--- src/rtl/ptr_pkg.sv ---
package ptr_pkg;

  typedef enum logic [1:0] {
    AM_PLAIN   = 2'b00,
    AM_POSTINC = 2'b01,
    AM_PREDEC  = 2'b10,
    AM_OFFSET  = 2'b11
  } amode_e;

  typedef enum logic [1:0] {
    PH_IDLE   = 2'b00,
    PH_ACCESS = 2'b01,
    PH_FINISH = 2'b10
  } phase_e;

  localparam logic [1:0] SEL_X = 2'b00;

endpackage

--- src/rtl/ptr_addr_gen.sv ---
module ptr_addr_gen
  import ptr_pkg::*;
#(
  parameter int unsigned ADDR_W = 16,
  parameter int unsigned DISP_W = 6
) (
  input  amode_e            amode,
  input  logic [1:0]        ptr_sel,
  input  logic [ADDR_W-1:0] ptr_value,
  input  logic [DISP_W-1:0] disp_q,
  output logic [ADDR_W-1:0] eff_addr,
  output logic [ADDR_W-1:0] next_ptr,
  output logic              ptr_update
);

  localparam logic [ADDR_W-1:0] ONE = ADDR_W'(1);
  localparam int unsigned PAD_W = ADDR_W - DISP_W;

  // one step up or down, wrapping at the pointer width
  function automatic logic [ADDR_W-1:0] step_ptr(input logic [ADDR_W-1:0] p,
                                                 input logic down);
    step_ptr = down ? (p - ONE) : (p + ONE);
  endfunction

  // base plus zero-extended offset, wrapping at the pointer width
  function automatic logic [ADDR_W-1:0] add_offset(input logic [ADDR_W-1:0] p,
                                                   input logic [DISP_W-1:0] q);
    add_offset = p + {{PAD_W{1'b0}}, q};
  endfunction

  logic offset_allowed;
  assign offset_allowed = (ptr_sel != SEL_X);

  always_comb begin
    eff_addr   = ptr_value;
    next_ptr   = ptr_value;
    ptr_update = 1'b0;
    case (amode)
      AM_POSTINC: begin
        next_ptr   = step_ptr(ptr_value, 1'b0);
        ptr_update = 1'b1;
      end
      AM_PREDEC: begin
        next_ptr   = step_ptr(ptr_value, 1'b1);
        eff_addr   = next_ptr;
        ptr_update = 1'b1;
      end
      AM_OFFSET: begin
        if (offset_allowed) eff_addr = add_offset(ptr_value, disp_q);
      end
      default: ;
    endcase
  end

endmodule

--- src/rtl/ptr_phase_seq.sv ---
module ptr_phase_seq
  import ptr_pkg::*;
(
  input  logic clk,
  input  logic rst_n,
  input  logic start,
  output logic accept,
  output logic in_access,
  output logic in_finish
);

  phase_e ph_q, ph_d;

  assign accept    = start && (ph_q == PH_IDLE);
  assign in_access = (ph_q == PH_ACCESS);
  assign in_finish = (ph_q == PH_FINISH);

  always_comb begin
    case (ph_q)
      PH_IDLE:   ph_d = accept ? PH_ACCESS : PH_IDLE;
      PH_ACCESS: ph_d = PH_FINISH;
      default:   ph_d = PH_IDLE;
    endcase
  end

  always_ff @(posedge clk or negedge rst_n) begin
    if (!rst_n) ph_q <= PH_IDLE;
    else        ph_q <= ph_d;
  end

  AST_ACCEPT_TO_ACCESS: assert property (@(posedge clk) disable iff (!rst_n)
    accept |=> in_access);
  AST_ACCESS_TO_FINISH: assert property (@(posedge clk) disable iff (!rst_n)
    in_access |=> in_finish);
  AST_FINISH_TO_IDLE: assert property (@(posedge clk) disable iff (!rst_n)
    in_finish |=> (!in_access && !in_finish));

endmodule

--- src/rtl/ptr_ldst_unit.sv ---
module ptr_ldst_unit
  import ptr_pkg::*;
#(
  parameter int unsigned ADDR_W   = 16,
  parameter int unsigned DATA_W   = 8,
  parameter int unsigned DISP_W   = 6,
  parameter int unsigned REG_AW   = 5,
  parameter int unsigned PTR_BASE = 26
) (
  input  logic              clk,
  input  logic              rst_n,
  input  logic              start,
  input  logic              op_store,
  input  logic [1:0]        ptr_sel,
  input  logic [1:0]        amode,
  input  logic [REG_AW-1:0] data_reg,
  input  logic [DISP_W-1:0] disp_q,
  input  logic [ADDR_W-1:0] ptr_value,
  input  logic [DATA_W-1:0] store_data,
  input  logic [DATA_W-1:0] mem_rdata,
  output logic [ADDR_W-1:0] mem_addr,
  output logic [DATA_W-1:0] mem_wdata,
  output logic              mem_we,
  output logic              mem_re,
  output logic              load_we,
  output logic [REG_AW-1:0] load_reg,
  output logic [DATA_W-1:0] load_data,
  output logic              ptr_we,
  output logic [REG_AW-1:0] ptr_lo_reg,
  output logic [ADDR_W-1:0] ptr_wdata,
  output logic              done
);

  localparam logic [REG_AW-1:0] BASE_REG = REG_AW'(PTR_BASE);
  localparam logic [ADDR_W-1:0] ONE      = ADDR_W'(1);

  // even register of a pair: base plus twice the select
  function automatic logic [REG_AW-1:0] pair_low(input logic [1:0] sel);
    pair_low = BASE_REG + REG_AW'({sel, 1'b0});
  endfunction

  logic              accept, in_access, in_finish;
  logic [ADDR_W-1:0] ea_w, np_w;
  logic              upd_w;

  logic [ADDR_W-1:0] ea_q, np_q;
  logic              upd_q, st_q;
  logic [REG_AW-1:0] reg_q;
  logic [1:0]        sel_q;
  logic [DATA_W-1:0] wd_q;

  ptr_phase_seq u_seq (
    .clk       (clk),
    .rst_n     (rst_n),
    .start     (start),
    .accept    (accept),
    .in_access (in_access),
    .in_finish (in_finish)
  );

  ptr_addr_gen #(.ADDR_W(ADDR_W), .DISP_W(DISP_W)) u_agen (
    .amode      (amode_e'(amode)),
    .ptr_sel    (ptr_sel),
    .ptr_value  (ptr_value),
    .disp_q     (disp_q),
    .eff_addr   (ea_w),
    .next_ptr   (np_w),
    .ptr_update (upd_w)
  );

  always_ff @(posedge clk or negedge rst_n) begin
    if (!rst_n) begin
      ea_q  <= '0;
      np_q  <= '0;
      upd_q <= 1'b0;
      st_q  <= 1'b0;
      reg_q <= '0;
      sel_q <= '0;
      wd_q  <= '0;
    end else if (accept) begin
      ea_q  <= ea_w;
      np_q  <= np_w;
      upd_q <= upd_w;
      st_q  <= op_store;
      reg_q <= data_reg;
      sel_q <= ptr_sel;
      wd_q  <= store_data;
    end
  end

  // first cycle: memory strobe
  assign mem_addr  = ea_q;
  assign mem_wdata = wd_q;
  assign mem_we    = in_access && st_q;
  assign mem_re    = in_access && !st_q;

  // second cycle: write-backs and completion
  assign done       = in_finish;
  assign load_we    = in_finish && !st_q;
  assign load_reg   = reg_q;
  assign load_data  = mem_rdata;
  assign ptr_we     = in_finish && upd_q;
  assign ptr_lo_reg = pair_low(sel_q);
  assign ptr_wdata  = np_q;

  AST_ONE_STROBE: assert property (@(posedge clk) disable iff (!rst_n)
    !(mem_we && mem_re));
  AST_STROBE_THEN_DONE: assert property (@(posedge clk) disable iff (!rst_n)
    (mem_we || mem_re) |=> done);
  AST_DONE_AFTER_STROBE: assert property (@(posedge clk) disable iff (!rst_n)
    done |-> $past(mem_we || mem_re));
  AST_STORE_NO_LOAD: assert property (@(posedge clk) disable iff (!rst_n)
    mem_we |=> !load_we);
  // post-increment writes address+1, pre-decrement writes the address itself
  AST_PTR_NEAR_ADDR: assert property (@(posedge clk) disable iff (!rst_n)
    ptr_we |-> ((ptr_wdata == mem_addr + ONE) || (ptr_wdata == mem_addr)));
  AST_PAIR_EVEN: assert property (@(posedge clk) disable iff (!rst_n)
    ptr_we |-> !ptr_lo_reg[0]);

endmodule

--- config.mk ---
export PLATFORM = sky130hd
export DESIGN_NAME = ptr_ldst_unit
export DESIGN_NICKNAME = d
export VERILOG_FILES = /design/src/rtl/ptr_pkg.sv /design/src/rtl/ptr_addr_gen.sv /design/src/rtl/ptr_phase_seq.sv /design/src/rtl/ptr_ldst_unit.sv
export SDC_FILE = /design/constraint.sdc
export NUM_CORES = 1
export LEC_CHECK = 0
export BUFFER_PORTS_ARGS = -buffer_cell sky130_fd_sc_hd__clkbuf_2
export CELL_PAD_IN_SITES_DETAIL_PLACEMENT = 1
export CELL_PAD_IN_SITES_GLOBAL_PLACEMENT = 1
export CORE_MARGIN = 2
export CORE_UTILIZATION = 34
export DETAILED_ROUTE_END_ITERATION = 16
export PLACE_DENSITY_LB_ADDON = 0.25
export SYNTH_ARGS = -nofsm -noshare
export SYNTH_HDL_FRONTEND = slang
export SYNTH_SLANG_ARGS = --single-unit
--- constraint.sdc ---
create_clock -name clk -period 1.47 [get_ports clk]
set_clock_uncertainty 0.05 [all_clocks]
set_input_delay 0.294 -clock clk [delete_from_list [all_inputs] [get_ports clk]]
set_output_delay 0.294 -clock clk [all_outputs]
set_load 0.02 [all_outputs]
==> results of run 1 <==
logic make-up (layout without fill, tap and decap cells):
family / Yosys count / after routing / share of synthesized area, %
AND/OR/NAND/NOR: 193 / 193 / 25.2
AO/OA/AOI/OAI: 120 / 120 / 21.1
buffers and inverters: 52 / 235 / 6.78
flip-flops: 51 / 51 / 35.1
XOR/XNOR: 18 / 18 / 4.34
adder cells (fa/ha/maj): 13 / 13 / 4.68
multiplexers: 9 / 9 / 2.75
other: 1 / 1 / 0.103
cells in the final DEF, fill, tap and decap left out, drive strengths merged, types with 8 or more instances in the layout:
cell type	instances
nor3	8
clkbuf	91
a21oi	32
nand2	88
inv	12
a221oi	11
nor4	15
mux2	8
a31oi	10
xnor2	12
ha	12
o21ai	28
buf	128
dfrtp	51
nor2	38
worst min path at each step:
stage | start | cells past startpoint | to
after detailed placement | rst_n | 1 | mem_addr[0]$_DFFE_PN0P_
final | data_reg[1] | 3 | load_reg[1]$_DFFE_PN0P_
after global routing | data_reg[1] | 3 | load_reg[1]$_DFFE_PN0P_
after floorplan | rst_n | 0 | load_reg[0]$_DFFE_PN0P_
after CTS | data_reg[1] | 3 | load_reg[1]$_DFFE_PN0P_
after global placement | rst_n | 1 | mem_addr[4]$_DFFE_PN0P_
critical path, stage by stage:
cell and delay (ns):
buf_8 0.10, ha_4 0.16, fa_2 0.40, a21oi_2 0.19
o21a_2 0.23, or3_4 0.16, mux2_4 0.31, a21oi_2 0.12
report_power, final:
part / leakage [nW] / switching, mW / internal [mW]
Combinational: 2.02 / 1.63 / 1.17
Sequential: 0.604 / 0.226 / 1.76
Clock: 0.0502 / 0.570 / 0.355
Total: 2.68 / 2.43 / 3.28
cell type report:
cell class | count | area, sq um
inverters | 12 | 51.3
clock inverters | 3 | 28.8
repair buffers | 215 | 1710
well taps | 136 | 170
multi-input cells | 354 | 2660
fillers | 1234 | 4410
clock buffers | 5 | 68.8
flip-flops and latches | 51 | 1280
layer usage:
metal / vias to the layer above / track usage (%)
li1: 1974 / -
met1: 2190 / 33.0
met2: 212 / 47.1
met3: 61 / 3.27
met4: 0 / 9.89
met5: - / 0
what timing repair did:
item,4_1_cts,5_1_grt
gates cloned,0,1
hold endpoints to repair,11,0
setup endpoints to repair,35,36
pin swaps,49,38
gates resized for setup,107,64
buffers inserted,12,13
hold buffers,1,0
metrics by stage:
| stage | instance area [sq um] | util (%) | hold WS, ns | std cells |
|---|---|---|---|---|
| global placement | 4950 | 47.7 | 0.179 | 745 |
| global route | 5960 | 57.5 | 0.107 | 776 |
| detailed placement | 4950 | 47.7 | 0.187 | 745 |
| CTS | 5640 | 54.4 | 0.106 | 764 |
| floorplan | 3740 | - | -0.0516 | 457 |
| finish | 5960 | 57.5 | 0.102 | 776 |
==> flow_summary.yaml, run 1 <==
drt:
  wl_met2_um: 8460
  drt_iter0_drc: 330
  drt-total-wl_um: 16500
  maxUsedRoutingLayer: "met4"
  ant_nets: 0
  drc: 0
  vias: 4437
  routed_via_density: 5.72
  routedWlPerCell_um: 21.3
  dr.pass1.iters: 5
  wl_met1_um: 6570
  wl_met3_um: 871
yosys:
  synth_fp_nets: 521
  yosysSeqAreaShare_pct: 35.1
  synth.top_cells.by_count: "nand2_1 (88), dfrtp_1 (51), nor2_1 (38)"
  synth_area_sq_um: 3630
  yosys-top-cells-area: "dfrtp_1 (35%), nand2_1 (9.1%), a21oi_1 (4.4%), ha_1 (4.1%), nor2_1 (3.9%)"
  syn_inst: 457
  ys_types: 53
  yosys_warnings: 0
  synthFlopType: "dfrtp_1"
  synth_top_area_share_pct: 35.1
  synthArstFlopShare_pct: 100
  ys_ff_latch: 51
  yosys.cell_count.top_type: "nand2_1"
  synth_top_area_cell: "dfrtp_1"
  syn_area_per_cell_sq_um: 7.95
  synth_edf_count: 0
setup_path:
  r2r_cells: 7
  critPathRequiredTime_ns: 1.69
  crit-reg2reg-launch: "u_seq.ph_q[0]$_DFF_PN0_"
  critPathMaxFanout: 4
  worst_ep_arrival_time_ns: 1.97
  path_class: "in -> reg"
  rrSetupSlack_ns: -0.11
  critPathLaunch: "ptr_value[0]"
  start_kind: "input pin"
  worstSetupEndpointType: "register"
  reg2reg_to: "ptr_wdata[15]$_DFFE_PN0P_"
  cp-endpoint: "mem_addr[8]$_DFFE_PN0P_"
die:
  die_w_um: 107
  ios: 114
  die-area_sq_um: 11500
  die_y_um: 107
  std_cell_rows: 37
  initial_core_util_pct: 35.1
  core_sq_um: 10400
timing:
  drv_slew: 0
  period_needed_ns: 1.75
  clock.fmax_ghz: 0.572
  rsz0062_at_grt: "true"
  finalSetupViolCount: 31
  fin_crit_sh_pct: 119
  hold_viol: 0
  fin_ws_ns: -0.277
  tns_ns: -3.61
min_path:
  worstHoldPathType: "in -> reg"
status:
  status: "complete, but fails checks"
  violations: "negative setup slack"
run:
  max_cap_viol_count: 0
power_and_ir_drop:
  vdd_ir_drop_max_v: 0.000493
  p_per_area_nw_per_um2: 958
  power.total_mw: 5.71
  power_leakage_nw: 2.68
layout:
  drive_above_1_share_pct: 50.2
  diodes: 0
  area_growth_syn_to_layout_pct: 64.0
  fin_nets: 703
global_route:
  grt_overflow_total: 0
  grt_usage_pct: 26.6
  grt_pass1_vias: 4436
  grt_max_degree: 41
  antenna_found_initial: 0
  grt_pass1_wl_um: 23900
placed_design:
  gp_congestion: 0.883
  post-place-ws_ns: -0.641
  io_buffers: 96
  hpwl_um: 10400
clock_tree:
  cts_tree: "done"
  cts_buffer_depth: 2
  cts_max_level: 2
  cts_inserted_buffers: 5
  clkLatencyLatePin_ns: 0.32
  root_buffer: "clkbuf_8"
  clk_pin_slew_ns: 0.12
  clock_sinks: 51
No activity file was read; power rests on OpenSTA's default activity.
==> run 2: changes to the inputs <==
--- a/config.mk
+++ b/config.mk
@@ -9,9 +9,10 @@
 export CELL_PAD_IN_SITES_DETAIL_PLACEMENT = 1
 export CELL_PAD_IN_SITES_GLOBAL_PLACEMENT = 1
 export CORE_MARGIN = 2
-export CORE_UTILIZATION = 34
+export CORE_UTILIZATION = 35
 export DETAILED_ROUTE_END_ITERATION = 16
 export PLACE_DENSITY_LB_ADDON = 0.25
 export SYNTH_ARGS = -nofsm -noshare
 export SYNTH_HDL_FRONTEND = slang
+export SYNTH_HIERARCHICAL = 1
 export SYNTH_SLANG_ARGS = --single-unit
==> run 2 against run 1 <==
Largest power group unchanged. Non-clock buffer count increased by 42. Die area up 2.3%. Clock power rose by 3.5%. Final cell count down 0.13%. Combinational power rose by 32%. Synthesized cell count is 10% lower. The flow still finishes with violations (negative setup slack). Sequential power is 6% higher. Routed wire length grew 34%. Critical path depth down 1. Fmax decreased by 27%.
==> flow_summary.yaml, run 2 <==
status:
  status: "complete, but fails checks"
  violations: "negative setup slack"
yosys:
  syn_inst: 411
  synth_top_area_cell: "dfrtp_1"
  synthArstFlopShare_pct: 100
  ys_ff_latch: 51
  synthFlopType: "dfrtp_1"
  synth_fp_nets: 475
  synth_top_area_share_pct: 33.3
  syn_area_per_cell_sq_um: 9.32
  yosysSeqAreaShare_pct: 33.3
  synth.top_cells.by_count: "dfrtp_1 (51), mux2_2 (44), nand2_1 (27)"
  synth_area_sq_um: 3830
  yosys.cell_count.top_type: "dfrtp_1"
  ys_types: 61
  yosys-top-cells-area: "dfrtp_1 (33%), mux2_2 (13%), ha_1 (3.9%), mux2_4 (3.9%), o21ai_0 (3.3%)"
  yosys_warnings: 6
  synth_edf_count: 0
placed_design:
  gp_congestion: 0.909
  io_buffers: 96
  hpwl_um: 11600
layout:
  final_common_cell: "buf_4"
  fin_nets: 698
  fill_cells: 1144
  layout_common_cells: "buf_4 (110), clkbuf_2 (78), dfrtp_1 (51)"
  multi_input_area_sq_um: 3090
  drive_above_1_share_pct: 66.5
  seq_area_sq_um: 1280
  diodes: 0
  area_growth_syn_to_layout_pct: 79.6
  final_util_pct: 64.0
timing:
  whs_ns: 0.136
  finalSetupViolCount: 57
  rsz0062_at_grt: "true"
  fin_ws_ns: -0.914
  period_needed_ns: 2.38
  drv_slew: 0
  clock.fmax_ghz: 0.419
  hold_viol: 0
  fin_crit_sh_pct: 162
power_and_ir_drop:
  power_frac_comb_pct: 54.6
  vdd_ir_drop_max_v: 0.000909
  p_per_area_nw_per_um2: 982
  switching_power_mw: 2.82
  power.total_mw: 6.76
  clkPwrFrac_pct: 14.2
  p_seq_share_pct: 31.3
  switching_share_pct: 41.7
  intPower_mw: 3.94
  power_leakage_nw: 3.15
clock_tree:
  cts_max_level: 2
  clock_sinks: 51
  root_buffer: "clkbuf_8"
  cts_tree: "done"
  clk_pin_slew_ns: 0.12
  cts_buffer_depth: 2
  cts_inserted_buffers: 5
  clkLatencyLatePin_ns: 0.33
die:
  initial_core_util_pct: 35.7
  ios: 114
  die_w_um: 109
  die_y_um: 109
  core_sq_um: 10700
  die-area_sq_um: 11800
  std_cell_rows: 38
setup_path:
  worstSetupEndpointType: "register"
  critPathMaxFanout: 4
  worst_ep_arrival_time_ns: 2.58
  crit_chain: "buf_6 > or4_4 > or4_4 > or4_4 > a21o_1 > a211o_1 > mux2_4"
  critPathSlowestCell: "or4_4"
  path_class: "in -> reg"
  critPathMaxStageDelay_ns: 0.54
  start_kind: "input pin"
  critPathRequiredTime_ns: 1.66
  crit_path_frequent_cell: "or4_4"
global_route:
  antenna_found_initial: 0
  grt_pass1_vias: 5003
  grt_max_degree: 52
  grt_overflow_total: 0
  grt_usage_pct: 33.8
  grt_pass1_wl_um: 29200
min_path:
  worstHoldPathType: "in -> reg"
drt:
  ant_nets: 0
  drt_iter0_drc: 354
  routedWlPerCell_um: 28.6
  drc: 0
  routed_via_density: 6.03
  drt-total-wl_um: 22200
  vias: 4674
  dr.pass1.iters: 4
run:
  max_cap_viol_count: 0
==> run 2: cell types whose count changed after synthesis, moves of 5 or more <==
cell,previous run,this run
nand3_1,6,13
xnor2_1,12,6
nand2_1,88,27
a21oi_1,32,18
mux2_2,8,44
mux2_4,0,10
a31oi_1,10,1
o31ai_1,1,6
a221oi_1,11,2
nor2_1,38,23
==> run 2: logic make-up after synthesis <==
group | synth area share (%)
other | 0.0979
DFF | 33.3
buffers and inverters | 7.54
AOI/OAI and AO/OA | 18.0
and+or+nand+nor | 15.9
xor gates and xnor gates | 2.74
muxes | 17.9
adders and majority gates | 4.44
==> run 2: worst paths after layout <==
check,start,endpoint,slack [ns],cells past startpoint
max,ptr_value[8],ptr_wdata[13]$_DFFE_PN0P_,-0.91,7
min,data_reg[3],load_reg[3]$_DFFE_PN0P_,0.14,2
max reg2reg,u_seq/ph_q[0]$_DFF_PN0_,mem_addr[14]$_DFFE_PN0P_,-0.25,6
min reg2reg,ptr_wdata[8]$_DFFE_PN0P_,ptr_wdata[8]$_DFFE_PN0P_,0.47,1
max in group asynchronous,rst_n,ptr_wdata[3]$_DFFE_PN0P_,0.67,3
min in group asynchronous,rst_n,ptr_wdata[14]$_DFFE_PN0P_,0.40,3
==> run 2: routing by layer <==
metal	wire length (um)	part of all wire, %	global-route usage [%]
met2	11100	50	59.4
met5	0	0	0
met1	8340	38	38.0
met3	1480	6.7	6.93
met4	1200	5.4	18.7
==> run 2: layout make-up <==
| type | instances | area share [%] |
|---|---|---|
| Clock inverter | 3 | 0.400 |
| Inverter | 16 | 1.40 |
| Timing Repair Buffer | 257 | 31.3 |
| Sequential cell | 51 | 18.5 |
| Clock buffer | 5 | 1.00 |
| Tap cell | 140 | 2.55 |
| Multi-Input combinational cell | 303 | 44.8 |
==> run 2: critical path: cells and delay by family <==
kind            cells  cell delay (ns)
simple gates        3             1.44
compound gates      2             0.48
mux                 1             0.26
buf+inv             1             0.10
==> run 2: power groups by stage <==
stage,logic (mW),registers [mW],clock network (mW)
2_1_floorplan,1.22,2.47,0
3_3_place_gp,2.58,2.03,0
3_5_place_dp,2.66,2.06,0
4_1_cts,3.28,2.05,0.982
5_1_grt,3.83,2.14,1.03
6_report,3.69,2.11,0.957
==> run 2: what timing repair did <==
| action | in CTS | in global routing |
|---|---|---|
| hold buffers | 1 | 0 |
| setup endpoints to repair | 57 | 58 |
| cloned | 4 | 0 |
| endpoints found under the hold margin | 51 | 0 |
| buffers inserted | 30 | 24 |
| pin swaps | 47 | 53 |
| gates resized for setup | 139 | 92 |
==> run 2: through the flow <==
stage	setup WS [ns]	instances	setup TNS, ns	instance area, sq um
2_1_floorplan	-1.20	411	-14.86	4240
3_3_place_gp	-1.21	725	-26.08	5490
3_5_place_dp	-1.27	725	-28.33	5490
4_1_cts	-0.880	764	-17.67	6510
5_1_grt	-0.940	775	-23.03	6880
6_report	-0.914	775	-21.47	6880
